## config.mk

```make
export PLATFORM = sky130hd
export DESIGN_NAME = rxq_alert_unit
export DESIGN_NICKNAME = d
export VERILOG_FILES = /design/src/rtl/rxq_irq_pkg.sv /design/src/rtl/rxq_level_watch.sv /design/src/rtl/rxq_idle_timer.sv /design/src/rtl/rxq_alert_unit.sv
export SDC_FILE = /design/constraint.sdc
export NUM_CORES = 1
export LEC_CHECK = 0
export ABC_CLOCK_PERIOD_IN_PS = 3500
export BUFFER_PORTS_ARGS = -buffer_cell sky130_fd_sc_hd__buf_2
export CORE_MARGIN = 10
export CORE_UTILIZATION = 60
export CTS_BUF_LIST = sky130_fd_sc_hd__clkbuf_4 sky130_fd_sc_hd__clkbuf_8
export CTS_CLUSTER_DIAMETER = 60
export CTS_CLUSTER_SIZE = 14
export DETAILED_ROUTE_END_ITERATION = 8
export PLACE_DENSITY = 0.9
export SLEW_MARGIN = 40
export SYNTH_ARGS = -nofsm -noshare
export SYNTH_HDL_FRONTEND = slang
export SYNTH_SLANG_ARGS = --single-unit
```

## constraint.sdc

```tcl
create_clock -name clk -period 3.5 [get_ports clk]
set_input_delay 0 -clock clk [delete_from_list [all_inputs] [get_ports clk]]
set_output_delay 0 -clock clk [all_outputs]
set_load 0.005 [all_outputs]
```

## src/rtl/rxq_irq_pkg.sv

```systemverilog
package rxq_irq_pkg;

    typedef enum logic [1:0] {
        TRIG_ONE      = 2'b00,
        TRIG_QUARTER  = 2'b01,
        TRIG_HALF     = 2'b10,
        TRIG_NEARFULL = 2'b11
    } trig_sel_e;

    // Occupancy level that raises the data-available request
    function automatic int unsigned level_of(trig_sel_e sel, int unsigned depth);
        case (sel)
            TRIG_ONE:      return 1;
            TRIG_QUARTER:  return depth / 4;
            TRIG_HALF:     return depth / 2;
            default:       return depth - 2;
        endcase
    endfunction

    // Bits in one serial frame: start, data, parity, stop(s)
    function automatic int unsigned frame_bits(logic [1:0] wl, logic par, logic two);
        return 32'd7 + 32'(wl) + 32'(par) + 32'(two);
    endfunction

endpackage

```

## src/rtl/rxq_level_watch.sv

```systemverilog
module rxq_level_watch
    import rxq_irq_pkg::*;
#(
    parameter int unsigned DEPTH = 16,
    parameter int unsigned CNT_W = $clog2(DEPTH + 1)
) (
    input  logic             clk,
    input  logic             rst_n,
    input  logic             flush,
    input  logic             active,
    input  logic [1:0]       trig_code,
    input  logic             push,
    input  logic [CNT_W-1:0] fifo_count,
    output logic             avail,
    output logic             dready
);

    typedef struct packed {
        logic avail;
        logic dready;
    } lw_state_t;

    lw_state_t  st_d, st_q;
    logic [CNT_W-1:0] level;

    always_comb begin
        level = CNT_W'(level_of(trig_sel_e'(trig_code), DEPTH));
        st_d  = st_q;
        st_d.avail = !flush && active && (fifo_count >= level);
        if (flush) begin
            st_d.dready = 1'b0;
        end else if (push) begin
            st_d.dready = 1'b1;
        end else if (fifo_count == '0) begin
            st_d.dready = 1'b0;
        end
    end

    always_ff @(posedge clk or negedge rst_n) begin
        if (!rst_n) begin
            st_q <= '0;
        end else begin
            st_q <= st_d;
        end
    end

    assign avail  = st_q.avail;
    assign dready = st_q.dready;

    AST_AVAIL_NEEDS_DATA: assert property (@(posedge clk) disable iff (!rst_n)
        avail |-> ($past(fifo_count) != '0));
    AST_AVAIL_GATED: assert property (@(posedge clk) disable iff (!rst_n)
        !active |=> !avail);
    AST_DREADY_ON_PUSH: assert property (@(posedge clk) disable iff (!rst_n)
        (push && !flush) |=> dready);
    AST_FLUSH_LEVEL_CLEAR: assert property (@(posedge clk) disable iff (!rst_n)
        flush |=> (!avail && !dready));

endmodule

```

## src/rtl/rxq_idle_timer.sv

```systemverilog
module rxq_idle_timer
    import rxq_irq_pkg::*;
#(
    parameter int unsigned CNT_W      = 5,
    parameter int unsigned OVERSAMPLE = 16,
    parameter int unsigned CHAR_SPAN  = 4,
    parameter int unsigned MAX_BITS   = 12,
    parameter int unsigned TMR_W      = $clog2(CHAR_SPAN * OVERSAMPLE * MAX_BITS + 1)
) (
    input  logic             clk,
    input  logic             rst_n,
    input  logic             flush,
    input  logic             active,
    input  logic [CNT_W-1:0] fifo_count,
    input  logic             push,
    input  logic             pop,
    input  logic             baud_tick,
    input  logic [1:0]       word_len,
    input  logic             parity_en,
    input  logic             two_stop,
    output logic             tmo_pending
);

    typedef struct packed {
        logic [TMR_W-1:0] cnt;
        logic             pend;
    } tmr_state_t;

    tmr_state_t       st_d, st_q;
    logic [TMR_W-1:0] limit;

    always_comb begin
        limit = TMR_W'(CHAR_SPAN * OVERSAMPLE * frame_bits(word_len, parity_en, two_stop));
        st_d  = st_q;
        if (flush || !active || (fifo_count == '0)) begin
            st_d = '0;
        end else if (pop) begin
            st_d = '0;
        end else if (st_q.pend) begin
            st_d = st_q;
        end else if (push) begin
            st_d.cnt = '0;
        end else if (baud_tick) begin
            if (st_q.cnt >= limit - 1'b1) begin
                st_d.cnt  = '0;
                st_d.pend = 1'b1;
            end else begin
                st_d.cnt = st_q.cnt + 1'b1;
            end
        end
    end

    always_ff @(posedge clk or negedge rst_n) begin
        if (!rst_n) begin
            st_q <= '0;
        end else begin
            st_q <= st_d;
        end
    end

    assign tmo_pending = st_q.pend;

    AST_TMO_NEEDS_DATA: assert property (@(posedge clk) disable iff (!rst_n)
        (fifo_count == '0) |=> !tmo_pending);
    AST_TMO_ON_TICK: assert property (@(posedge clk) disable iff (!rst_n)
        $rose(tmo_pending) |-> $past(baud_tick));
    AST_POP_CLEARS_TMO: assert property (@(posedge clk) disable iff (!rst_n)
        pop |=> !tmo_pending);
    AST_TMO_GATED: assert property (@(posedge clk) disable iff (!rst_n)
        !active |=> !tmo_pending);
    AST_FLUSH_TMO_CLEAR: assert property (@(posedge clk) disable iff (!rst_n)
        flush |=> !tmo_pending);

endmodule

```

## src/rtl/rxq_alert_unit.sv

```systemverilog
module rxq_alert_unit #(
    parameter int unsigned DEPTH      = 16,
    parameter int unsigned OVERSAMPLE = 16,
    parameter int unsigned CHAR_SPAN  = 4,
    parameter int unsigned CNT_W      = $clog2(DEPTH + 1)
) (
    input  logic             clk,
    input  logic             rst_n,
    input  logic             fifo_flush,
    input  logic             fifo_en,
    input  logic             rx_irq_en,
    input  logic [1:0]       trig_code,
    input  logic [1:0]       word_len,
    input  logic             parity_en,
    input  logic             two_stop,
    input  logic             baud_tick,
    input  logic             push_pulse,
    input  logic             pop_strobe,
    input  logic [CNT_W-1:0] fifo_count,
    output logic             data_avail_req,
    output logic             idle_tmo_req,
    output logic             data_ready
);

    localparam int unsigned MAX_BITS = 12;

    logic active;
    assign active = fifo_en && rx_irq_en;

    rxq_level_watch #(
        .DEPTH (DEPTH),
        .CNT_W (CNT_W)
    ) u_level (
        .clk        (clk),
        .rst_n      (rst_n),
        .flush      (fifo_flush),
        .active     (active),
        .trig_code  (trig_code),
        .push       (push_pulse),
        .fifo_count (fifo_count),
        .avail      (data_avail_req),
        .dready     (data_ready)
    );

    rxq_idle_timer #(
        .CNT_W      (CNT_W),
        .OVERSAMPLE (OVERSAMPLE),
        .CHAR_SPAN  (CHAR_SPAN),
        .MAX_BITS   (MAX_BITS)
    ) u_timer (
        .clk         (clk),
        .rst_n       (rst_n),
        .flush       (fifo_flush),
        .active      (active),
        .fifo_count  (fifo_count),
        .push        (push_pulse),
        .pop         (pop_strobe),
        .baud_tick   (baud_tick),
        .word_len    (word_len),
        .parity_en   (parity_en),
        .two_stop    (two_stop),
        .tmo_pending (idle_tmo_req)
    );

    AST_TMO_IMPLIES_DATA_READY: assert property (@(posedge clk) disable iff (!rst_n)
        idle_tmo_req |-> data_ready);

endmodule

```

==> results, run 1 <==
- The run finished with clean final reports.
- The number of resized instances in the post-cts repair step is 0.
- In the final design database the tool counted 177 nets.
- The effective utilization at floorplan is between 60% and 70%.
- The number of enable flip-flop cells after synthesis is 0.
- The fraction of final layout cells with drive strength greater than 1 is 20.28%.
- Buffers inserted during clock tree synthesis total 3.
- The number of failing hold endpoints at the final stage is 0.
- The total DRC errors in the routed layout is 0.
- The reg-to-reg setup timing slack is 1400 ps.
- The terminus of the critical flop-to-flop path is u_timer.st_q[10]$_DFFE_PN0P_.
- The actual transition at the worst max-transition pin is 673.5 ps.
- The placeable core area is between 1500 and 2000 um^2.
- The die extent in x is a little over 60 um.
- The total number of H-tree levels is 1.
- The die height is 61.66 um.
- Setup total negative slack on the finished layout was measured at 0 ps.
- Once layout is complete, the cells apart from fillers number approximately 160.
- After floorplanning, the core was divided into 14 placement rows.
- At the later pin of the worst-skew pair, clock insertion delay measures between 200 and 300 ps.
- Dividing the detail-routed via count by the number of cells gives 5.792.
- The top cell type by area accounts for a little under a third of the synthesized area.
- The number of iterations in the first detailed-routing pass is 4.
- During synthesis, Yosys emitted a total of 0 warnings.
- The global-route wire length before repair is a little under 4 mm.
- Of all flip-flops after synthesis, the portion carrying an async set or reset was 100.0%.
- The via count of the first global-routing pass was 942.
- The number of hold-repair buffers added at the cts stage is 4.
- The critical path is of the input pin to flop type.
- The number of buffers added for setup after CTS is 0.
- The capturing instance or port of the critical path is u_timer.st_q[10]$_DFFE_PN0P_.
- During I/O placement, the number of pins put on the boundary was 22.
- The minimum period implied by the final worst setup slack is about 2800 ps.
- The worst register-to-register path has a depth of 6.
- Synthesis produced a netlist whose cell count is ~120.
- The number of different library cells in the post-synthesis netlist is 32.
- dfrtp_1 takes more of the synthesized area than any other cell.
- The worst hold-check path type is input pin to flop.
- The die footprint is 3801 um^2.
- Once detailed placement completed, the half-perimeter wirelength came to ~1.9 mm.
- Tracing the worst setup path back leads to its startpoint at word_len[0].
- The total of endpoints with negative setup slack in the final report is 0.
- The number of antenna violations at the first check in global routing is 0.
- The root buffer cell chosen for the clock tree is clkbuf_4.
- By count the netlist is led by dfrtp_1, ha_1, nand2_1.
- The most used flip-flop cell after synthesis is dfrtp_1.
- After detailed routing, the total wire length is between 2 and 2.5 mm.
- The maximum frequency from static timing analysis is 360.9 MHz.
- Across all layers, the routed design uses about 920 vias.
- Setup repair after global routing left no endpoint under its margin.
- Sorting the synthesized cells by area gives the leading types as dfrtp_1, ha_1, nand3_1.
- The sum of overflow across all layers after global routing is 0.
- The remaining antenna violation count is 0.
- Entering global routing, the biggest net connects 15 pins.
- Counting tap cells, the placed design contains a total of around 150 instances.
- The worst path required time is 3690 ps.
- The cell area power density is 268.2 nW/um^2.
- Between clock sinks in the finished design, the worst skew comes to around 9.6 ps.
- Global routing consumed, over all layers together, a little over an eighth of the routing resources.
- The number of buffers inserted by port buffering is 21.
- The hold path depth is 3.
- The leakage power summed over all cells is between 0.6 and 0.7 nW.
- The post-route clock period utilization is between 70% and 80%.
- The area added between synthesis and finish is 16.71%.
- In this run the worst path has a maximum fanout of 14.
- The startpoint identified for the worst hold timing path is fifo_count[4].
- The number of max-slew violations in the final report was 0.
- Clock-pin slew was measured on the worst setup and hold paths at about 90 ps.
- The remaining max-slew budget at the tightest pin is 54.91%.
- STA classifies the critical path endpoint as a flop.
- The share of synthesized area occupied by flip-flops and latches is 31.25%.
- The source of the worst register-to-register timing path is u_timer.st_q[1]$_DFFE_PN0P_.
- The mean cell area of the mapped netlist is between 8 and 9 um^2.
- At the end of routability-driven placement, the weighted congestion stood at between 0.8 and 0.9.
- Across the run, the number of max-cap violations was 0.
- After detailed routing, the average wire length per cell comes to around 14 um.
- The mapped netlist covers around 1000 um^2.
- The number of antenna repair diodes is 0.
- In this run, the number of DRC markers left after iteration 0 of detailed routing was 25.
- The clock sink count is 13.
- The type of element launching the critical path is an input pin.
- The synthesized flop and latch total is 13.
- The number of nets handed over by synthesis was 150.
- The data arrival time of the worst path is 2960 ps.
- The clock tree from TritonCTS is done.
- The worst-case IR drop observed on VDD is about 0.00018 V.
- The maximum buffer depth of the clock tree is 2.
==> power by group <==
part,leakage [nW],internal [mW],switching [mW]
Sequential,0.180,0.151,0.000642
Clock,0.0184,0.0519,0.0507
Combinational,0.405,0.0346,0.0367
Total,0.603,0.238,0.0880
==> critical path, stage by stage <==
cell and delay [ps]:
buf_2 80, inv_1 40, ha_1 290, inv_1 60
ha_1 130, inv_1 60, fa_1 380, xor2_1 190
nor3b_1 230, xnor2_1 160, ha_1 280, a21oi_1 120
o21ai_0 110, a21oi_2 450, nand2_1 180, o21ai_0 210
==> logic make-up (layout without fill, tap and decap cells) <==
kind of cell               count (synthesis)  after routing  share of synthesized area (%)
AOI/OAI and AO/OA                         20             20                          11.78
xor gates and xnor gates                   5              5                          4.207
adders and majority gates                 14             14                          17.55
buffers and inverters                     13             39                          5.649
DFF                                       13             13                          31.25
muxes                                      3              3                          2.885
and+or+nand+nor                           49             49                          26.68
==> layout make-up <==
cell class | count | area [um^2]
clock buffers | 4 | 30.03
well taps | 16 | 20.02
flip-flops and latches | 13 | 325.3
inverters | 10 | 37.54
fillers | 115 | 361.6
repair buffers | 25 | 145.1
multi-input cells | 91 | 656.9
==> state kept, by name, summed over array words and instances, names as in the netlist <==
signal               count
u_level.avail            1
u_level.dready           1
u_timer.st_q            10
u_timer.tmo_pending      1
==> worst min-delay path by stage <==
stage                                      end  slack, ps
global route           u_level.avail$_DFF_PN0_         60
detailed placement  u_level.dready$_DFFE_PN0P_       -100
global placement    u_level.dready$_DFFE_PN0P_       -100
floorplan              u_level.avail$_DFF_PN0_       -300
finish                 u_level.avail$_DFF_PN0_         10
CTS                    u_level.avail$_DFF_PN0_          9
==> per-stage QoR <==
| stage | total power, mW | hold slack [ps] | utilization (%) | setup slack [ps] | instance area, um^2 |
|---|---|---|---|---|---|
| 2_1_floorplan | 0.1960 | -295.6 | - | 959.3 | 1041 |
| 3_3_place_gp | 0.2176 | -99.79 | 72.62 | 620.9 | 1145 |
| 3_5_place_dp | 0.2235 | -95.81 | 72.62 | 452.5 | 1145 |
| 4_1_cts | 0.3285 | 8.547 | 77.06 | 719.2 | 1215 |
| 5_1_grt | 0.3441 | 59.41 | 77.06 | 449.2 | 1215 |
| 6_report | 0.3259 | 14.58 | 77.06 | 729.3 | 1215 |
==> cells in the final DEF, fill, tap and decap left out <==
cell type and count:
nand3_1 10, a211o_1 1, a32o_1 1, nor2_2 1, dlygate4sd3_1 4, nand2b_1 1
xnor2_1 3, ha_1 13, fa_1 1, o21ai_1 1, nor2b_1 2, xor2_1 2
inv_1 10, nor4b_4 1, mux2i_1 3, dfrtp_1 13, clkbuf_4 4, a21oi_1 6
o21ai_0 5, and4_1 2, or3b_1 1, nor2_1 9, nor3_1 1, buf_2 21
a32oi_1 1, nand3b_4 1, a31oi_1 3, a21oi_2 1, nand2_1 13, and3_1 3
o211ai_1 1, nor3b_1 1, nand4_1 3
==> routing by layer <==
layer / up-vias / global-route usage, % / wire, um
met4: 0 / 6.369 / 35
met2: 8 / 24.16 / 1281
li1: 472 / - / -
met1: 437 / 15.36 / 942
met3: 4 / 1.852 / 32
met5: - / 0 / 0
Power figures use the tool's default switching activity.
==> run 2: changes to the inputs <==
--- a/config.mk
+++ b/config.mk
@@ -5,15 +5,16 @@
 export SDC_FILE = /design/constraint.sdc
 export NUM_CORES = 1
 export LEC_CHECK = 0
-export ABC_CLOCK_PERIOD_IN_PS = 3500
+export ABC_AREA = 1
+export ABC_CLOCK_PERIOD_IN_PS = 2550
 export BUFFER_PORTS_ARGS = -buffer_cell sky130_fd_sc_hd__buf_2
 export CORE_MARGIN = 10
-export CORE_UTILIZATION = 60
+export CORE_UTILIZATION = 57
 export CTS_BUF_LIST = sky130_fd_sc_hd__clkbuf_4 sky130_fd_sc_hd__clkbuf_8
 export CTS_CLUSTER_DIAMETER = 60
 export CTS_CLUSTER_SIZE = 14
 export DETAILED_ROUTE_END_ITERATION = 8
-export PLACE_DENSITY = 0.9
+export PLACE_DENSITY = 0.85
 export SLEW_MARGIN = 40
 export SYNTH_ARGS = -nofsm -noshare
 export SYNTH_HDL_FRONTEND = slang
==> constraint.sdc (replaced) <==
create_clock -name clk -period 2.55 [get_ports clk]
set_input_delay 0 -clock clk [delete_from_list [all_inputs] [get_ports clk]]
set_output_delay 0 -clock clk [all_outputs]
set_load 0.005 [all_outputs]
==> results, run 2 <==
- The sequential share of power is 45.7% (-1.0 points).
- The number of max-capacitance violations reported is 0 (unchanged).
- The post-synthesis async set-or-reset flop share is 100.0% (unchanged).
- The path class of the tightest hold or removal check is input pin to flop.
- The final HPWL from detailed placement is 1.945 mm (+4.1%).
- The clock network latency to the later pin of the worst-skew pair came to 290 ps (about the same).
- The placeable core area was 1922 um^2 (+22%).
- The total DRC errors in the routed layout was 0 (unchanged).
- The maximum ir drop on the vdd rail is 0.0003456 V (+88%).
- The final weighted congestion in routability-driven placement is 0.7966 (-1.7%).
- The number of iterations in the first detailed-routing pass is 4 (unchanged).
- The via count of the first global-routing pass came to 1058 (+12%).
- The mapped cell area is 1131 um^2 (+8.7%).
- The area added between synthesis and finish is 21.02%.
- The total routed wirelength came to 2.504 mm (+9.3%).
- The cell type with the largest total area after synthesis is dfrtp_1.
- The average wire per cell in the routed design is 11.65 um (-19%).
- The number of buffers inserted by port buffering was 21 (unchanged).
- The number of antenna repair diodes is 0 (unchanged).
- The fraction of power spent switching nets is 27.92% (+0.90 points).
- The data arrival time of the worst path is 2550 ps (-410 ps).
- The worst setup path is captured at a flop.
- The total number of yosys warnings was 0 (unchanged).
- The routed via count divided by cell count is 4.884 (-16%).
- The flow ran to the end, and the final reports show no timing, DRC or antenna violations.
- The internal power is 0.3291 mW (+38%).
- The clock slew at the register clock pins of the worst setup and hold paths is 80 ps (about the same).
- The die extent in x was 64.55 um (+4.7%).
- The number of enable flip-flop cells after synthesis is 0 (unchanged).
- The master of the slowest instance on the critical path is fa_1.
- The number of instances in the synthesized netlist is 156 (+33%).
- Leaving out fill and tap cells, the most frequent cell in the layout is nand2_1.
- The largest net degree at the start of global routing came to 14 (-1).
- The number of fill cells came to 156 (+36%).
- The number of antenna violations at the first check in global routing is 0 (unchanged).
- The worst hold-check slack was 24.50 ps (+9.921 ps).
- The number of buffers added for setup after CTS came to 0 (unchanged).
- The row count is 16 (+2).
- The synthesized flop and latch total is 13 (unchanged).
- The fraction of final layout cells with drive strength greater than 1 was 23.40% (+3.1 points).
- The register with the most flip-flops in the final layout is u_timer.st_q.
- The cell type group with the largest total delay on the critical path is adder cells.
- The worst setup path is of the input pin to flop kind.
- The worst setup slack before clock tree synthesis is -103.9 ps (-556.4 ps).
- The effective utilization at floorplan was 58.85% (-7.2 points).
- Setup repair after global routing left no endpoint under its margin.
- The multi-input combinational cell area came to 719.4 um^2 (+9.5%).
- The remaining antenna violation count is 0 (unchanged).
- The number of max-slew violations in the final report is 0 (unchanged).
- The logic gate share of total power is 23.4% (+1.5 points).
- The longest individual stage delay on the worst path came to 370 ps (-80 ps).
- The worst setup margin is 236.1 ps (-493.2 ps).
- Ranked by instance count, the synthesized netlist is headed by nand2_1, inv_1, nor2_1.
- The mean cell area of the mapped netlist came to 7.251 um^2 (-19%).
- The root cell of the clock tree is clkbuf_4.
- The number of vias after detailed routing is 1050 (+14%).
- In the layout the commonest cells are nand2_1, inv_1, buf_2.
- The leakage power summed over all cells is 0.7942 nW (+32%).
- TritonCTS built the clock tree.
- The worst path required time is 2780 ps (-910 ps).
- The number of flip-flops in the largest register was 10 (unchanged).
- The first-iteration detailed-routing DRC count is 51 (+100%).
- The number of failing hold endpoints at the final stage was 0 (unchanged).
- Based on the critical path, the design can be clocked at up to about 430 MHz.
- The number of top-level pins is 22 (unchanged).
- The post-route clock period utilization is 90.74%.
- The share of synthesized area occupied by flip-flops and latches is 28.76% (-2.5 points).
- The clock share of power is 30.9% (-0.6 points).
- The share of the synthesized area in the top cell type is 28.76% (-2.5 points).
- The maximum fanout encountered on the critical timing path came to 5 (-9).
- The total of endpoints with negative setup slack in the final report came to 0 (unchanged).
- The maximum buffer depth of the clock tree is 2 (unchanged).
- The cell area power density is 333.5 nW/um^2 (+24%).
- The net switching component of the power is 0.1275 mW (+45%).
- The clock tree skew after final layout came to 6.647 ps (-2.932 ps).
- The die footprint is 4166 um^2 (+9.6%).
- The number of different library cells in the post-synthesis netlist is 21 (-34%).
- Ranked by total cell area, the synthesized netlist is headed by dfrtp_1, nand2_1, ha_1.
- The sum of overflow across all layers after global routing was 0 (unchanged).
- The CTS buffer count is 3 (unchanged).
- The final net count is 222 (+25%).
- The global-route wire length before repair is 4.381 mm (+11%).
- The total number of H-tree levels was 1 (unchanged).
- The most frequent cell after synthesis is nand2_1.
- The actual transition at the worst max-transition pin came to 301.2 ps (-372.3 ps).
- The worst setup path is launched from an input pin.
- The count of buffering cells on the critical path with inverters included was 5 (+1).
- The clock sink count came to 13 (unchanged).
- Counting stages on the worst path, the most repeated cell is inv_1.
- The die height was 64.55 um (+4.7%).
- The global-route usage over all layers is 12.58% (-0.92 points).
- The critical path goes through buf_2 > inv_1 > ha_1 > inv_1 > ha_1 > inv_1 > fa_1 > xnor2_1 > nand3_1 > xor2_1 > ha_1 > nand2_1 > inv_1 > a21oi_2 > nand2_4 > nor2_4 > nand2_1 > nand2_1.
- The minimum period implied by the final worst setup slack is between 2000 and 2500 ps.
- The synthesized netlist net count is 189 (+26%).
- The share of the core filled with cells in the final layout was 71.22% (-5.8 points).
- The flip-flop and latch area is 325.3 um^2 (unchanged).
- The remaining max-slew budget at the tightest pin is 79.92% (+25 points).
- The main flop type after synthesis is dfrtp_1.
[run 2: cell types whose count changed after synthesis, moves of 4 or more]
cell,previous run,this run
inv_1,10,25
nand3_1,10,4
o21ai_0,5,1
nand2_1,13,53
nor2_1,9,17
a21oi_1,6,1
nor2_4,0,4
nand2_2,0,5
[run 2: stage by stage]
step,TNS (ps),power [mW],std cells,cell area (um^2)
after floorplan,0,0.2736,156,1131
after global placement,0,0.3071,205,1277
after detailed placement,-906.1,0.3130,205,1277
after CTS,0,0.4599,214,1358
after global routing,0,0.4872,215,1369
final,0,0.4565,215,1369
[run 2: worst paths after layout]
path,slack [ps],to,from,cells past startpoint
worst max-delay path,240,u_timer.st_q[8]$_DFFE_PN0P_,word_len[0],18
worst min-delay path,20,u_timer.tmo_pending$_DFF_PN0_,pop_strobe,4
worst max register to register,1020,u_timer.st_q[8]$_DFFE_PN0P_,u_timer.st_q[8]$_DFFE_PN0P_,8
worst min register to register,540,u_timer.st_q[2]$_DFFE_PN0P_,u_timer.st_q[2]$_DFFE_PN0P_,2
max in group asynchronous,2190,u_timer.st_q[3]$_DFFE_PN0P_,rst_n,2
min in group asynchronous,120,u_timer.st_q[9]$_DFFE_PN0P_,rst_n,2
[run 2: logic make-up (layout without fill, tap and decap cells)]
family                   Yosys count  in the layout  synth area share, %
XOR/XNOR                           8              8                6.195
AO/OA/AOI/OAI                      4              4                2.433
buffers and inverters             26             57                8.628
adder cells (fa/ha/maj)           14             14                16.15
flip-flops                        13             13                28.76
AND/OR/NAND/NOR                   91             92                37.83
[run 2: layout make-up]
type | instances | area share (%)
Multi-Input combinational cell | 118 | 52.56
Sequential cell | 13 | 23.77
Timing Repair Buffer | 27 | 11.88
Inverter | 26 | 7.130
Tap cell | 27 | 2.468
Clock buffer | 4 | 2.194
[run 2: worst min-delay path, delay by kind of cell]
kind / cells / cell delay, ps
and+or+nand+nor: 2 / 120
buffers and inverters: 1 / 100
AOI/OAI and AO/OA: 1 / 40
[run 2: what timing repair did]
item | 4_1_cts | 5_1_grt
gates resized for setup | 0 | 1
hold buffers | 5 | 0
endpoints found under the hold margin | 15 | 0
setup endpoints to repair | 0 | 10
[run 2: layer usage]
metal  part of all wire (%)  global-route usage [%]
met1                     40                   13.72
met2                     52                   22.29
met3                    7.1                   5.155
met4                    1.4                   2.674
met5                      0                       0
[run 2: power groups by stage]
stage	Combinational, mW	Clock (mW)	Sequential (mW)
after detailed placement	0.100	0	0.213
after CTS	0.107	0.144	0.209
after global routing	0.124	0.155	0.209
final	0.107	0.141	0.209
after floorplan	0.0606	0	0.213
after global placement	0.0944	0	0.213
